<file path="src/rtl/spi3w_pkg.sv">
package spi3w_pkg;

  localparam int ADDR_W    = 6;
  localparam int DATA_W    = 8;
  localparam int RES_W     = 3;
  localparam int XFER_BITS = ADDR_W + 2 + DATA_W;
  localparam int CNT_W     = $clog2(XFER_BITS + 1);

  localparam int PWR_BIT = 0;
  localparam int SW_BIT  = DATA_W - 1;

  localparam logic [ADDR_W-1:0] ADDR_SCRATCH = ADDR_W'(0);
  localparam logic [ADDR_W-1:0] ADDR_IDENT   = ADDR_W'(1);
  localparam logic [ADDR_W-1:0] ADDR_RESCTL  = ADDR_W'(2);
  localparam logic [ADDR_W-1:0] ADDR_PWRCTL  = ADDR_W'(3);

  // strobes from the serial control to the register datapath
  typedef struct packed {
    logic clear;
    logic addrShift;
    logic dataShift;
    logic commitWr;
    logic loadRd;
    logic shiftOut;
    logic bitIn;
  } strobe_t;

endpackage

</file>
<file path="src/rtl/spi3w_ctrl.sv">
module spi3w_ctrl
  import spi3w_pkg::*;
#(
  parameter int SYNC_STAGES = 2
) (
  input  logic    clk,
  input  logic    rstN,
  input  logic    serClk,
  input  logic    selN,
  input  logic    dIn,
  output strobe_t st,
  output logic    driveEn
);

  localparam logic [CNT_W-1:0] CNT_DIR  = CNT_W'(ADDR_W);
  localparam logic [CNT_W-1:0] CNT_DATA = CNT_W'(ADDR_W + 2);
  localparam logic [CNT_W-1:0] CNT_LAST = CNT_W'(XFER_BITS - 1);
  localparam logic [CNT_W-1:0] CNT_DONE = CNT_W'(XFER_BITS);

  logic [SYNC_STAGES-1:0] clkSync, selSync, datSync;

  generate
    if (SYNC_STAGES > 1) begin : g_sync_chain
      always_ff @(posedge clk or negedge rstN) begin
        if (!rstN) begin
          clkSync <= '0;
          selSync <= '1;
          datSync <= '0;
        end else begin
          clkSync <= {clkSync[SYNC_STAGES-2:0], serClk};
          selSync <= {selSync[SYNC_STAGES-2:0], selN};
          datSync <= {datSync[SYNC_STAGES-2:0], dIn};
        end
      end
    end else begin : g_sync_single
      always_ff @(posedge clk or negedge rstN) begin
        if (!rstN) begin
          clkSync <= '0;
          selSync <= '1;
          datSync <= '0;
        end else begin
          clkSync <= serClk;
          selSync <= selN;
          datSync <= dIn;
        end
      end
    end
  endgenerate

  logic clkS, selS, datS, clkPrev;
  assign clkS = clkSync[SYNC_STAGES-1];
  assign selS = selSync[SYNC_STAGES-1];
  assign datS = datSync[SYNC_STAGES-1];

  logic riseEvt, fallEvt;
  assign riseEvt = clkS & ~clkPrev & ~selS;
  assign fallEvt = ~clkS & clkPrev & ~selS;

  logic [CNT_W-1:0] bitCnt;
  logic             isRead;

  always_ff @(posedge clk or negedge rstN) begin
    if (!rstN) begin
      clkPrev <= 1'b0;
      bitCnt  <= '0;
      isRead  <= 1'b0;
      driveEn <= 1'b0;
    end else begin
      clkPrev <= clkS;
      if (selS) begin
        bitCnt  <= '0;
        isRead  <= 1'b0;
        driveEn <= 1'b0;
      end else begin
        if (riseEvt && bitCnt < CNT_DONE) begin
          bitCnt <= bitCnt + 1'b1;
          if (bitCnt == CNT_DIR) isRead <= datS;
        end
        if (st.loadRd) driveEn <= 1'b1;
        else if (fallEvt && bitCnt == CNT_DONE) driveEn <= 1'b0;
      end
    end
  end

  always_comb begin
    st           = '0;
    st.clear     = selS;
    st.bitIn     = datS;
    st.addrShift = riseEvt && (bitCnt < CNT_DIR);
    st.dataShift = riseEvt && !isRead && (bitCnt >= CNT_DATA) && (bitCnt < CNT_DONE);
    st.commitWr  = riseEvt && !isRead && (bitCnt == CNT_LAST);
    st.loadRd    = fallEvt && isRead && (bitCnt == CNT_DATA);
    st.shiftOut  = fallEvt && isRead && (bitCnt > CNT_DATA) && (bitCnt < CNT_DONE);
  end

  // deselect releases the wire
  a_r9_release_on_deselect: assert property (@(posedge clk) disable iff (!rstN)
    selS |=> !driveEn);
  // never drive before the turnaround clock has passed on a read
  a_r3_no_drive_early: assert property (@(posedge clk) disable iff (!rstN)
    driveEn |-> (isRead && bitCnt >= CNT_DATA));
  // drive begins only after a falling serial edge
  a_r3_drive_after_fall: assert property (@(posedge clk) disable iff (!rstN)
    $rose(driveEn) |-> $past(fallEvt));
  // commits only inside a selected write
  a_r2_commit_selected: assert property (@(posedge clk) disable iff (!rstN)
    st.commitWr |-> (!selS && !isRead));
  // after the commit the counter is parked at its end
  a_r12_single_commit: assert property (@(posedge clk) disable iff (!rstN)
    st.commitWr |=> (bitCnt == CNT_DONE && !st.commitWr));

endmodule

</file>
<file path="src/rtl/spi3w_datapath.sv">
module spi3w_datapath
  import spi3w_pkg::*;
#(
  parameter logic [3:0]       CHIP_ID     = 4'h1,
  parameter logic [3:0]       CHIP_VER    = 4'h2,
  parameter logic [RES_W-1:0] RES_DEFAULT = 3'd7
) (
  input  logic             clk,
  input  logic             rstN,
  input  strobe_t          st,
  input  logic [RES_W-1:0] resPin,
  input  logic             pwrPin,
  output logic             outBit,
  output logic [RES_W-1:0] resSel,
  output logic             powerOn
);

  logic [ADDR_W-1:0] addrQ;
  logic [DATA_W-1:0] dataQ, outQ, scratchQ, rdByte, wrByte;
  logic [RES_W-1:0]  resQ;
  logic              pwrQ, swQ;

  assign wrByte = {dataQ[DATA_W-2:0], st.bitIn};

  function automatic logic resLegal(input logic [RES_W-1:0] code);
    return (code != RES_W'(2)) && (code != RES_W'(3));
  endfunction

  always_comb begin
    rdByte = '0;
    case (addrQ)
      ADDR_SCRATCH: rdByte = scratchQ;
      ADDR_IDENT:   rdByte = DATA_W'({CHIP_ID, CHIP_VER});
      ADDR_RESCTL:  rdByte[RES_W-1:0] = resQ;
      ADDR_PWRCTL: begin
        rdByte[PWR_BIT] = pwrQ;
        rdByte[SW_BIT]  = swQ;
      end
      default:      rdByte = '0;
    endcase
  end

  // serial shift registers
  always_ff @(posedge clk or negedge rstN) begin
    if (!rstN) begin
      addrQ <= '0;
      dataQ <= '0;
      outQ  <= '0;
    end else if (st.clear) begin
      addrQ <= '0;
      dataQ <= '0;
      outQ  <= '0;
    end else begin
      if (st.addrShift) addrQ <= {addrQ[ADDR_W-2:0], st.bitIn};
      if (st.dataShift) dataQ <= wrByte;
      if (st.loadRd)        outQ <= rdByte;
      else if (st.shiftOut) outQ <= {outQ[DATA_W-2:0], 1'b0};
    end
  end

  // register file
  always_ff @(posedge clk or negedge rstN) begin
    if (!rstN) begin
      scratchQ <= '0;
      resQ     <= RES_DEFAULT;
      pwrQ     <= 1'b0;
      swQ      <= 1'b0;
    end else if (st.commitWr) begin
      case (addrQ)
        ADDR_SCRATCH: scratchQ <= wrByte;
        ADDR_RESCTL:  if (resLegal(wrByte[RES_W-1:0])) resQ <= wrByte[RES_W-1:0];
        ADDR_PWRCTL: begin
          pwrQ <= wrByte[PWR_BIT];
          swQ  <= wrByte[SW_BIT];
        end
        default: ;
      endcase
    end
  end

  assign outBit  = outQ[DATA_W-1];
  assign resSel  = swQ ? resQ : resPin;
  assign powerOn = swQ ? pwrQ : pwrPin;

  // the stored code is never one of the illegal ones
  a_r6_res_code_legal: assert property (@(posedge clk) disable iff (!rstN)
    (resQ != RES_W'(2)) && (resQ != RES_W'(3)));
  // commits to unmapped addresses leave every register alone
  a_r10_unmapped_no_effect: assert property (@(posedge clk) disable iff (!rstN)
    (st.commitWr && addrQ > ADDR_PWRCTL) |=>
      ($stable(scratchQ) && $stable(resQ) && $stable(pwrQ) && $stable(swQ)));
  // commits to the identity address leave every register alone
  a_r5_ident_readonly: assert property (@(posedge clk) disable iff (!rstN)
    (st.commitWr && addrQ == ADDR_IDENT) |=>
      ($stable(scratchQ) && $stable(resQ) && $stable(pwrQ) && $stable(swQ)));

endmodule

</file>
<file path="src/rtl/spi3w_regslave.sv">
module spi3w_regslave
  import spi3w_pkg::*;
#(
  parameter int               SYNC_STAGES = 2,
  parameter logic [3:0]       CHIP_ID     = 4'h1,
  parameter logic [3:0]       CHIP_VER    = 4'h2,
  parameter logic [RES_W-1:0] RES_DEFAULT = 3'd7
) (
  input  logic             clk,
  input  logic             rstN,
  input  logic             serClk,
  input  logic             selN,
  input  logic             dIn,
  output logic             dOut,
  output logic             dOutEn,
  input  logic [RES_W-1:0] resPin,
  input  logic             pwrPin,
  output logic [RES_W-1:0] resSel,
  output logic             powerOn
);

  strobe_t st;
  logic    driveEn, outBit;

  spi3w_ctrl #(.SYNC_STAGES(SYNC_STAGES)) u_ctrl (
    .clk     (clk),
    .rstN    (rstN),
    .serClk  (serClk),
    .selN    (selN),
    .dIn     (dIn),
    .st      (st),
    .driveEn (driveEn)
  );

  spi3w_datapath #(
    .CHIP_ID     (CHIP_ID),
    .CHIP_VER    (CHIP_VER),
    .RES_DEFAULT (RES_DEFAULT)
  ) u_dp (
    .clk     (clk),
    .rstN    (rstN),
    .st      (st),
    .resPin  (resPin),
    .pwrPin  (pwrPin),
    .outBit  (outBit),
    .resSel  (resSel),
    .powerOn (powerOn)
  );

  assign dOutEn = driveEn;
  assign dOut   = driveEn & outBit;

endmodule

</file>
<file path="config.mk">
export PLATFORM = sky130hd
export DESIGN_NAME = spi3w_regslave
export DESIGN_NICKNAME = d
export VERILOG_FILES = /design/src/rtl/spi3w_pkg.sv /design/src/rtl/spi3w_ctrl.sv /design/src/rtl/spi3w_datapath.sv /design/src/rtl/spi3w_regslave.sv
export SDC_FILE = /design/constraint.sdc
export NUM_CORES = 1
export LEC_CHECK = 0
export ABC_AREA = 1
export BUFFER_PORTS_ARGS = -buffer_cell sky130_fd_sc_hd__buf_4
export CAP_MARGIN = 10
export CORE_MARGIN = 4
export CORE_UTILIZATION = 35
export DETAILED_ROUTE_END_ITERATION = 8
export HOLD_SLACK_MARGIN = 0.05
export PLACE_DENSITY = 0.59
export SLEW_MARGIN = 20
export SYNTH_ARGS = -nofsm -noshare
export SYNTH_HDL_FRONTEND = slang
export SYNTH_HIERARCHICAL = 1
export SYNTH_SLANG_ARGS = --single-unit
</file>
<file path="constraint.sdc">
create_clock -name clk -period 3.45 [get_ports clk]
set_input_delay 0.5175 -clock clk [delete_from_list [all_inputs] [get_ports clk]]
set_output_delay 0.5175 -clock clk [all_outputs]
set_load 0.01 [all_outputs]
</file>
==> results of run 1 <==
## how the worst min path moves through the flow
stage               depth (start not counted)                         from                      endpoint  slack [ps]
floorplan                                   0                         rstN  u_ctrl/bitCnt[0]$_DFFE_PN0P_         220
global placement                            0  u_ctrl/datSync[0]$_DFF_PN0_   u_ctrl/datSync[1]$_DFF_PN0_         330
detailed placement                          0  u_ctrl/clkSync[0]$_DFF_PN0_   u_ctrl/clkSync[1]$_DFF_PN0_         340
CTS                                         1                         rstN   u_ctrl/clkSync[0]$_DFF_PN0_         240
global route                                1                         rstN   u_ctrl/datSync[0]$_DFF_PN0_         250
finish                                      1                         rstN   u_ctrl/clkSync[0]$_DFF_PN0_         230
## power by group
group          internal, mW  switching [mW]  total [mW]
clock                 0.237           0.187       0.424
combinational        0.0188          0.0376      0.0564
sequential            0.571         0.00722       0.579
## stage by stage
step	util, %	setup WS, ps	hold WS, ps
2_1_floorplan	-	1730	222
6_report	40.7	1400	227
5_1_grt	40.7	1150	252
4_1_cts	40.7	1400	238
3_3_place_gp	38.8	1460	334
3_5_place_dp	38.8	1420	340
## registers in the layout (all words and copies together) (netlist names)
| register | count |
|---|---|
| u_ctrl/bitCnt | 5 |
| u_ctrl/clkPrev | 1 |
| u_ctrl/clkSync | 2 |
| u_ctrl/datSync | 2 |
| u_ctrl/driveEn | 1 |
| u_ctrl/isRead | 1 |
| u_ctrl/selSync | 2 |
| u_dp/addrQ | 6 |
| u_dp/dataQ | 7 |
| u_dp/outQ | 8 |
| u_dp/pwrQ | 1 |
| u_dp/resQ | 3 |
| u_dp/scratchQ | 8 |
| u_dp/swQ | 1 |
## cell families (layout without fill, tap and decap cells)
kind of cell,count (synthesis),count (layout)
muxes,4,4
and+or+nand+nor,126,126
DFF,48,48
AOI/OAI and AO/OA,40,40
adders and majority gates,3,3
buffers and inverters,37,55
## final cells by class
cell class	count	area [µm²]
fill	647	3810
clock buffer	6	82.6
inverter	33	129
tap	77	96.3
sequential	48	1210
clock inverter	2	38.8
timing repair buffer	14	105
multi-input combinational	173	956
## layer usage
layer,up-vias,wire length (µm)
met3,2,104
met4,0,14
met2,18,1900
met5,-,0
li1,871,-
met1,764,2260
## cells in the final DEF, fill, tap and decap left out, drive strengths merged
master / n
o22ai: 7
nand3: 16
o21a: 1
clkbuf: 6
clkinv: 2
o2111ai: 1
mux2: 4
buf: 14
o21ai: 29
nand2: 77
nor3: 2
o31ai: 2
inv: 32
nand4: 5
dfrtp: 43
bufinv: 1
nor4: 1
or2: 2
nor2: 23
ha: 3
dfstp: 5
## worst reg2reg max path, cell delays in order (launching register included)
cell,delay [ps]
dfrtp_1,400
inv_1,150
ha_1,170
inv_1,40
nor2_2,110
nand3_1,90
nor2_2,370
inv_2,130
nand2_1,120
nand2_1,90
inv_2,100
o21ai_0,80
o21ai_1,130
==> out/qor.txt, run 1 <==
CP top delay family = simple AND/OR/NAND/NOR gates
Hold buffers post-CTS = 0
Compound-Gate Fraction of Synth Area = 11.8%
Startpoint Class = flip-flop
Mux share of post-synthesis cell area = 1.93%
Count of final setup violators = 0
Transition time of the tightest slew-check pin = 711 ps
Die height = 89.6 µm
Die width = 89.6 µm
Netlist cell types = 29
Run status = complete, no violations
Post-synth ARST share = 100%
Core Region = 6420 µm²
Overflow after GRT = 0
Final Skew = 2.76 ps
Initial core utilization = 36.3%
CP Class = reg -> reg
Fin crit period = 2050 ps
R2R setup slack = 1400 ps
Post-CTS Resized = 0
# port buffers = 14
Grt met3 use = 4.11%
CTS sink count = 48
Worst Path Max Fanout = 11
Setup Buffers After CTS = 0
Final period utilization = 59.5%
Layout cells sized above 1 = 24.6%
Antenna violations before repair = 0
Iter 0 DRT Violations = 69
#FFs+latches synth = 48
Count leader, synth = nand2_1
DP Cell Count = 345
CTS Buffer Depth = 2
R2r worst-path depth = 12
Cell accounting for the most synthesized area = dfrtp_1
Post-synthesis xor/xnor area fraction = 0%
Worst path cell trace = inv_1 > ha_1 > inv_1 > nor2_2 > nand3_1 > nor2_2 > inv_2 > nand2_1 > nand2_1 > inv_2 > o21ai_0 > o21ai_1
Average wire per standard cell = 12.1 µm
Final slew viol count = 0
Top cells by area, synth = dfrtp_1, nand2_1, dfstp_2
Setup TNS = 0 ps
Via-to-Cell Ratio = 4.69
Register area share after synthesis = 51.8%
Placed inst area = 2490 µm²
Arr. time, crit path = 2280 ps
Critical path required time = 3680 ps
GR peak layer = met1
Largest net degree at the start of global routing = 49
Hpwl dp = 3.18 mm
Setup repair after global routing missed its margin = no
Final instance area = 2620 µm²
Nets = 287
Final hold vios = 0
Largest family of logic cells by synthesized area = simple AND/OR/NAND/NOR gates
WP depth = 12
Post-route antenna net violation count = 0
Worst vdd ir = 0.236 mV
First-pass iteration count of the detailed router = 4
Top_reg_cell synth = dfrtp_1
Cells after Synth = 258
Max-Cap Viols = 0
CP startpoint = u_ctrl/bitCnt[0]$_DFFE_PN0P_
Syn nets = 270
Syn avg cell area = 9.03 µm²
EDFF count, synth = 0
Filler-free cell count of the finished design = 353
Post-synth top area share = 46.2%
GR Util All Layers = 12.3%
Clock-pin slew on the worst setup and hold paths = 90 ps
Antenna fix cells = 0
Ys Warns = 6
First-pass GRT wire length = 7.49 mm
Placer congestion estimate = 0.892
Drt drc = 0
Post-Synthesis Cell Area = 2330 µm²
Pleak = 1.20 nW
CP peak stage delay = 400 ps
Crit path to = u_dp/outQ[7]$_DFFE_PN0P_
Post-Synth Simple-Gate Area = 25.7%
F_max = 0.487 GHz
Met1 Use GR = 18.2%
Die ar. = 8030 µm²
Rows = 29
Num CTS Buffers = 5
Vias in the first global route = 1566
Reg-to-reg endpoint = u_dp/outQ[7]$_DFFE_PN0P_
Area Overhead vs Synth = 12.2%
Slew HR = 52.1%
H-tree level count = 2
Later-pin clock latency in the skew report = 290 ps
Worst Setup End Kind = flip-flop
WL final = 4.28 mm
Power per Cell Area = 405 nW/µm²
Worst path bufs/invs = 4
Critical-path top delay cell = dfrtp_1
Synth Area in Adders = 1.61%
I/O pin count = 15
Met2 Usage GRT = 17.2%
CTS tree = yes
Synth cell count leaders = nand2_1, dfrtp_1, inv_1
Worst reg2reg path startpoint = u_ctrl/bitCnt[0]$_DFFE_PN0P_
Clk root buf = clkbuf_8
Worst Hold Class = in -> async
Tot Pwr = 1.06 mW
Via count = 1655
No activity file was read; power rests on OpenSTA's default activity.
==> inputs of run 2 (changes only) <==
PLACE_DENSITY = 0.61   (was 0.59)
clock period = 1.8 ns   (was 3.45 ns; I/O delays follow)
==> out/qor.txt, run 2 (same netlist as run 1, synthesis figures left out) <==
Run status = complete, no violations
Overflow after GRT = 0 (unchanged)
Vias in the first global route = 1637 (+4.5%)
# port buffers = 14 (unchanged)
F_max = 0.600 GHz (+23%)
Worst vdd ir = 0.374 mV (+58%)
Most frequent cells in the layout = nand2_1, dfrtp_1, inv_1, buf_4
Later-pin clock latency in the skew report = 310 ps (+20 ps)
Placer congestion estimate = 0.849 (-4.8%)
Count of final setup violators = 0 (unchanged)
Die ar. = 8030 µm² (unchanged)
Die height = 89.6 µm (unchanged)
CP Class = reg -> reg
Setup repair after global routing missed its margin = yes
Final slew viol count = 0 (unchanged)
CTS tree = yes
Layout cells sized above 1 = 27.4% (+2.7 points)
I/O pin count = 15 (unchanged)
Hpwl dp = 3.24 mm (+1.6%)
Max-Cap Viols = 0 (unchanged)
Worst Hold Class = in -> reg
Final period utilization = 92.5% (+33 points)
Iter 0 DRT Violations = 69 (unchanged)
Antenna violations before repair = 0 (unchanged)
Most common cell after layout, fill and taps aside = nand2_1
Clock-pin slew on the worst setup and hold paths = 80 ps (about the same)
First-pass iteration count of the detailed router = 4 (unchanged)
Final hold vios = 0 (unchanged)
Via-to-Cell Ratio = 4.67 (-0.42%)
Core Region = 6420 µm² (unchanged)
Area Overhead vs Synth = 16.7%
Average wire per standard cell = 12.2 µm (+0.91%)
Post-route antenna net violation count = 0 (unchanged)
Biggest regs = u_dp/outQ: 8 flops, u_dp/scratchQ: 8 flops, u_dp/dataQ: 7 flops
First-pass GRT wire length = 7.65 mm (+2.1%)
Hold Slack = 69.0 ps (-158 ps)
Startpoint Class = flip-flop
WL final = 4.43 mm (+3.5%)
Die width = 89.6 µm (unchanged)
H-tree level count = 2 (unchanged)
Antenna fix cells = 0 (unchanged)
CTS Buffer Depth = 2 (unchanged)
GR Util All Layers = 12.3% (+0.036 points)
Power per Cell Area = 796 nW/µm² (+97%)
Clk root buf = clkbuf_8
Pleak = 1.26 nW (+4.9%)
CTS sink count = 48 (unchanged)
Arr. time, crit path = 1890 ps (-390 ps)
Final Skew = 14.1 ps (+11.4 ps)
Setup TNS = 0 ps (unchanged)
Worst Path Max Fanout = 7 (-4)
Drt drc = 0 (unchanged)
Slew HR = 60.2% (+8.0 points)
Critical path required time = 2030 ps (-1650 ps)
Placed inst area = 2550 µm² (+2.1%)
Nets = 296 (+3.1%)
Initial core utilization = 36.3% (unchanged)
Via count = 1690 (+2.1%)
Fin crit period = 1670 ps (-389 ps)
Num CTS Buffers = 5 (unchanged)
Worst Setup End Kind = flip-flop
Rows = 29 (unchanged)
Transition time of the tightest slew-check pin = 597 ps (-114 ps)
Largest net degree at the start of global routing = 49 (unchanged)
Final instance area = 2720 µm² (+4.0%)
==> run 2: stage by stage <==
| stage | instances | worst slack [ps] | total power [mW] | utilization [%] |
|---|---|---|---|---|
| 4_1_cts | 361 | 58.7 | 2.19 | 41.9 |
| 2_1_floorplan | 258 | 76.1 | 1.19 | - |
| 6_report | 362 | 134 | 2.16 | 42.3 |
| 3_5_place_dp | 352 | 81.6 | 1.25 | 39.6 |
| 5_1_grt | 362 | -33.3 | 2.25 | 42.3 |
| 3_3_place_gp | 352 | 124 | 1.24 | 39.6 |
==> run 2: layout make-up <==
type                       instances  area, µm²
multi-input combinational        173        961
timing repair buffer              23        188
inverter                          33        129
clock buffer                       5       68.8
sequential                        48       1210
clock inverter                     3       68.8
fill                             615       3700
tap                               77       96.3
==> run 2: path summary, 6_finish.rpt <==
| path | startpoint | endpoint | slack, ps | cells past startpoint |
|---|---|---|---|---|
| hold reg to reg | u_ctrl/datSync[0]$_DFF_PN0_ | u_ctrl/datSync[1]$_DFF_PN0_ | 350 | 0 |
| setup reg to reg | u_ctrl/bitCnt[0]$_DFFE_PN0P_ | u_dp/outQ[7]$_DFFE_PN0P_ | 130 | 12 |
| min in group asynchronous | rstN | u_dp/dataQ[4]$_DFFE_PN0P_ | 510 | 2 |
| max in group asynchronous | rstN | u_ctrl/driveEn$_DFFE_PN0P_ | 880 | 2 |
| hold / removal | selN | u_ctrl/selSync[0]$_DFF_PN1_ | 70 | 1 |
| setup / recovery | u_ctrl/bitCnt[0]$_DFFE_PN0P_ | u_dp/outQ[7]$_DFFE_PN0P_ | 130 | 12 |
==> run 2: power by group <==
group          total (mW)  switching, mW  internal, mW
Sequential           1.11         0.0110          1.10
Combinational       0.119         0.0768        0.0420
Clock               0.939          0.379         0.559
==> run 2: routing by layer <==
metal / wire (µm) / vias to the layer above / part of all wire [%] / track usage [%]
li1: - / 880 / - / -
met1: 2280 / 785 / 51 / 18.0
met2: 1970 / 21 / 44 / 18.2
met4: 42 / 0 / 0.95 / 4.87
met5: 0 / - / 0 / 0
met3: 138 / 4 / 3.1 / 2.19
==> run 2: what timing repair did <==
item | CTS | global route
resized for setup | 0 | 2
setup buffers | 0 | 1
endpoints found under the hold margin | 43 | 0
hold buffers | 1 | 0
endpoints found under the setup margin | 0 | 15
==> run 2: critical path, stage by stage (launching register included) <==
cell	delay, ps
dfrtp_1	410
inv_1	80
ha_1	140
inv_1	40
nor2_2	120
nand3_1	100
nor2_2	120
inv_2	90
nand2_2	90
nand2_1	80
inv_2	110
o21ai_0	90
o21ai_1	130
==> inputs of run 3 (changes only) <==
--- a/config.mk
+++ b/config.mk
@@ -9,5 +9,5 @@
 export BUFFER_PORTS_ARGS = -buffer_cell sky130_fd_sc_hd__buf_4
 export CAP_MARGIN = 10
-export CORE_MARGIN = 4
+export CORE_MARGIN = 8
 export CORE_UTILIZATION = 35
 export DETAILED_ROUTE_END_ITERATION = 8
==> constraint.sdc (replaced) <==
create_clock -name clk -period 1.8 [get_ports clk]
set_input_delay 0.18 -clock clk [delete_from_list [all_inputs] [get_ports clk]]
set_output_delay 0.18 -clock clk [all_outputs]
set_load 0.01 [all_outputs]
==> out/qor.txt, run 3 (same netlist as run 1, synthesis figures left out) <==
Area Overhead vs Synth = 17.2%
Layout cells sized above 1 = 27.8% (+0.41 points)
Rows = 29 (unchanged)
Arr. time, crit path = 1900 ps (about the same)
Tot Pwr = 2.06 mW (-4.7%)
Pleak = 1.26 nW (+0.16%)
Placer congestion estimate = 0.856 (+0.81%)
Initial core utilization = 36.5% (+0.21 points)
R2R setup slack = 130 ps (about the same)
Final Skew = 3.42 ps (-10.7 ps)
Setup TNS = 0 ps (unchanged)
Worst Path Max Fanout = 6 (-1)
Fin crit period = 1670 ps (+1.26 ps)
Die height = 97.6 µm (+8.9%)
First-pass iteration count of the detailed router = 4 (unchanged)
Most common cell after layout, fill and taps aside = nand2_1
Vias in the first global route = 1776 (+8.5%)
Reg-to-reg endpoint = u_dp/resQ[2]$_DFFE_PN1P_
Placed inst area = 2550 µm² (unchanged)
Post-route antenna net violation count = 0 (unchanged)
Worst Hold Class = reg -> reg
Crit path to = u_dp/resQ[2]$_DFFE_PN1P_
Max-Cap Viols = 0 (unchanged)
Die ar. = 9520 µm² (+19%)
Average wire per standard cell = 12.5 µm (+2.0%)
Power per Cell Area = 755 nW/µm² (-5.1%)
Num CTS Buffers = 5 (unchanged)
Final worst slack = 133 ps (-1.26 ps)
Drt drc = 0 (unchanged)
# port buffers = 14 (unchanged)
Via count = 1748 (+3.4%)
Setup repair after global routing missed its margin = yes
GR Util All Layers = 10.6% (-1.7 points)
Filler-free cell count of the finished design = 365 (+0.83%)
Run status = complete, no violations
Final instance area = 2730 µm² (+0.41%)
CTS Buffer Depth = 2 (unchanged)
Clock-pin slew on the worst setup and hold paths = 90 ps (about the same)
Transition time of the tightest slew-check pin = 592 ps (-5.18 ps)
Worst Setup End Kind = flip-flop
Biggest regs = u_dp/outQ: 8 flops, u_dp/scratchQ: 8 flops, u_dp/dataQ: 7 flops
Worst reg2reg path startpoint = u_ctrl/bitCnt[1]$_DFFE_PN0P_
Iter 0 DRT Violations = 148 (+110%)
Final period utilization = 92.6% (about the same)
First-pass GRT wire length = 8.37 mm (+9.4%)
WL final = 4.55 mm (+2.8%)
Core Region = 6390 µm² (-0.57%)
Slew HR = 60.5% (+0.35 points)
Startpoint Class = flip-flop
Clk root buf = clkbuf_8
Setup WS pre-CTS = 82.7 ps (+1.16 ps)
Most frequent cells in the layout = nand2_1, dfrtp_1, inv_1, buf_4, nor2_1
Filler Cell Count = 609 (-0.98%)
Later-pin clock latency in the skew report = 300 ps (about the same)
Final hold vios = 0 (unchanged)
Largest net degree at the start of global routing = 49 (unchanged)
H-tree level count = 2 (unchanged)
Final slew viol count = 0 (unchanged)
Hold Slack = 355 ps (+286 ps)
R2r worst-path depth = 10 (-2)
Nets = 299 (+1.0%)
CP startpoint = u_ctrl/bitCnt[1]$_DFFE_PN0P_
Antenna fix cells = 0 (unchanged)
CP Class = reg -> reg
DP Cell Count = 352 (unchanged)
I/O pin count = 15 (unchanged)
F_max = 0.600 GHz (about the same)
Critical path required time = 2040 ps (about the same)
Worst vdd ir = 0.517 mV (+38%)
Via-to-Cell Ratio = 4.79 (+2.6%)
Hpwl dp = 3.34 mm (+3.1%)
Antenna violations before repair = 0 (unchanged)
CTS tree = yes
End-of-flow core utilization = 42.8% (+0.42 points)
Overflow after GRT = 0 (unchanged)
Count of final setup violators = 0 (unchanged)
CTS sink count = 48 (unchanged)
Die width = 97.6 µm (+8.9%)
## run 3: cell type report
type	count	area, µm²	share of cell area, %
flip-flops and latches	48	1210	44.2
clock buffers	6	82.6	3.02
inverters	33	129	4.72
multi-input cells	173	971	35.6
clock inverters	2	38.8	1.42
repair buffers	26	205	7.52
well taps	77	96.3	3.53
## run 3: how the worst min path moves through the flow
stage / from / endpoint / cells after the start
after global placement: rstN / u_ctrl/clkSync[0]$_DFF_PN0_ / 1
after global routing: u_ctrl/selSync[0]$_DFF_PN1_ / u_ctrl/selSync[1]$_DFF_PN1_ / 0
final: u_ctrl/datSync[0]$_DFF_PN0_ / u_ctrl/datSync[1]$_DFF_PN0_ / 0
after detailed placement: rstN / u_ctrl/clkSync[0]$_DFF_PN0_ / 1
after CTS: u_ctrl/datSync[0]$_DFF_PN0_ / u_ctrl/datSync[1]$_DFF_PN0_ / 0
after floorplan: rstN / u_ctrl/bitCnt[0]$_DFFE_PN0P_ / 0
## run 3: worst max-delay path, stage by stage, from the launching register on
cell and delay [ps]:
dfrtp_1 390, ha_1 180, nand2_1 70, nor2_1 110
ha_1 150, inv_1 40, nor2_2 160, buf_4 160
o2111ai_4 170, nand2_1 110, o21ai_2 50
## run 3: metal layers
| metal | GRT usage (%) | share of wire (%) | vias up |
|---|---|---|---|
| met2 | 15.9 | 45 | 21 |
| met3 | 2.49 | 3.0 | 5 |
| met4 | 5.48 | 1.6 | 0 |
| met1 | 13.8 | 50 | 829 |
| li1 | - | - | 893 |
| met5 | 0 | 0 | - |
## run 3: timing repair
action / in CTS / in global routing
buffers inserted: 0 / 1
gates resized for setup: 0 / 5
hold endpoints to repair: 46 / 0
hold buffers: 4 / 0
setup endpoints to repair: 0 / 19
## run 3: power by group
part	leakage (nW)	internal, mW	switching (mW)	total, mW
clock	0.0614	0.455	0.372	0.827
sequential	0.638	1.09	0.0111	1.11
combinational	0.559	0.0486	0.0795	0.128
total	1.26	1.60	0.463	2.06
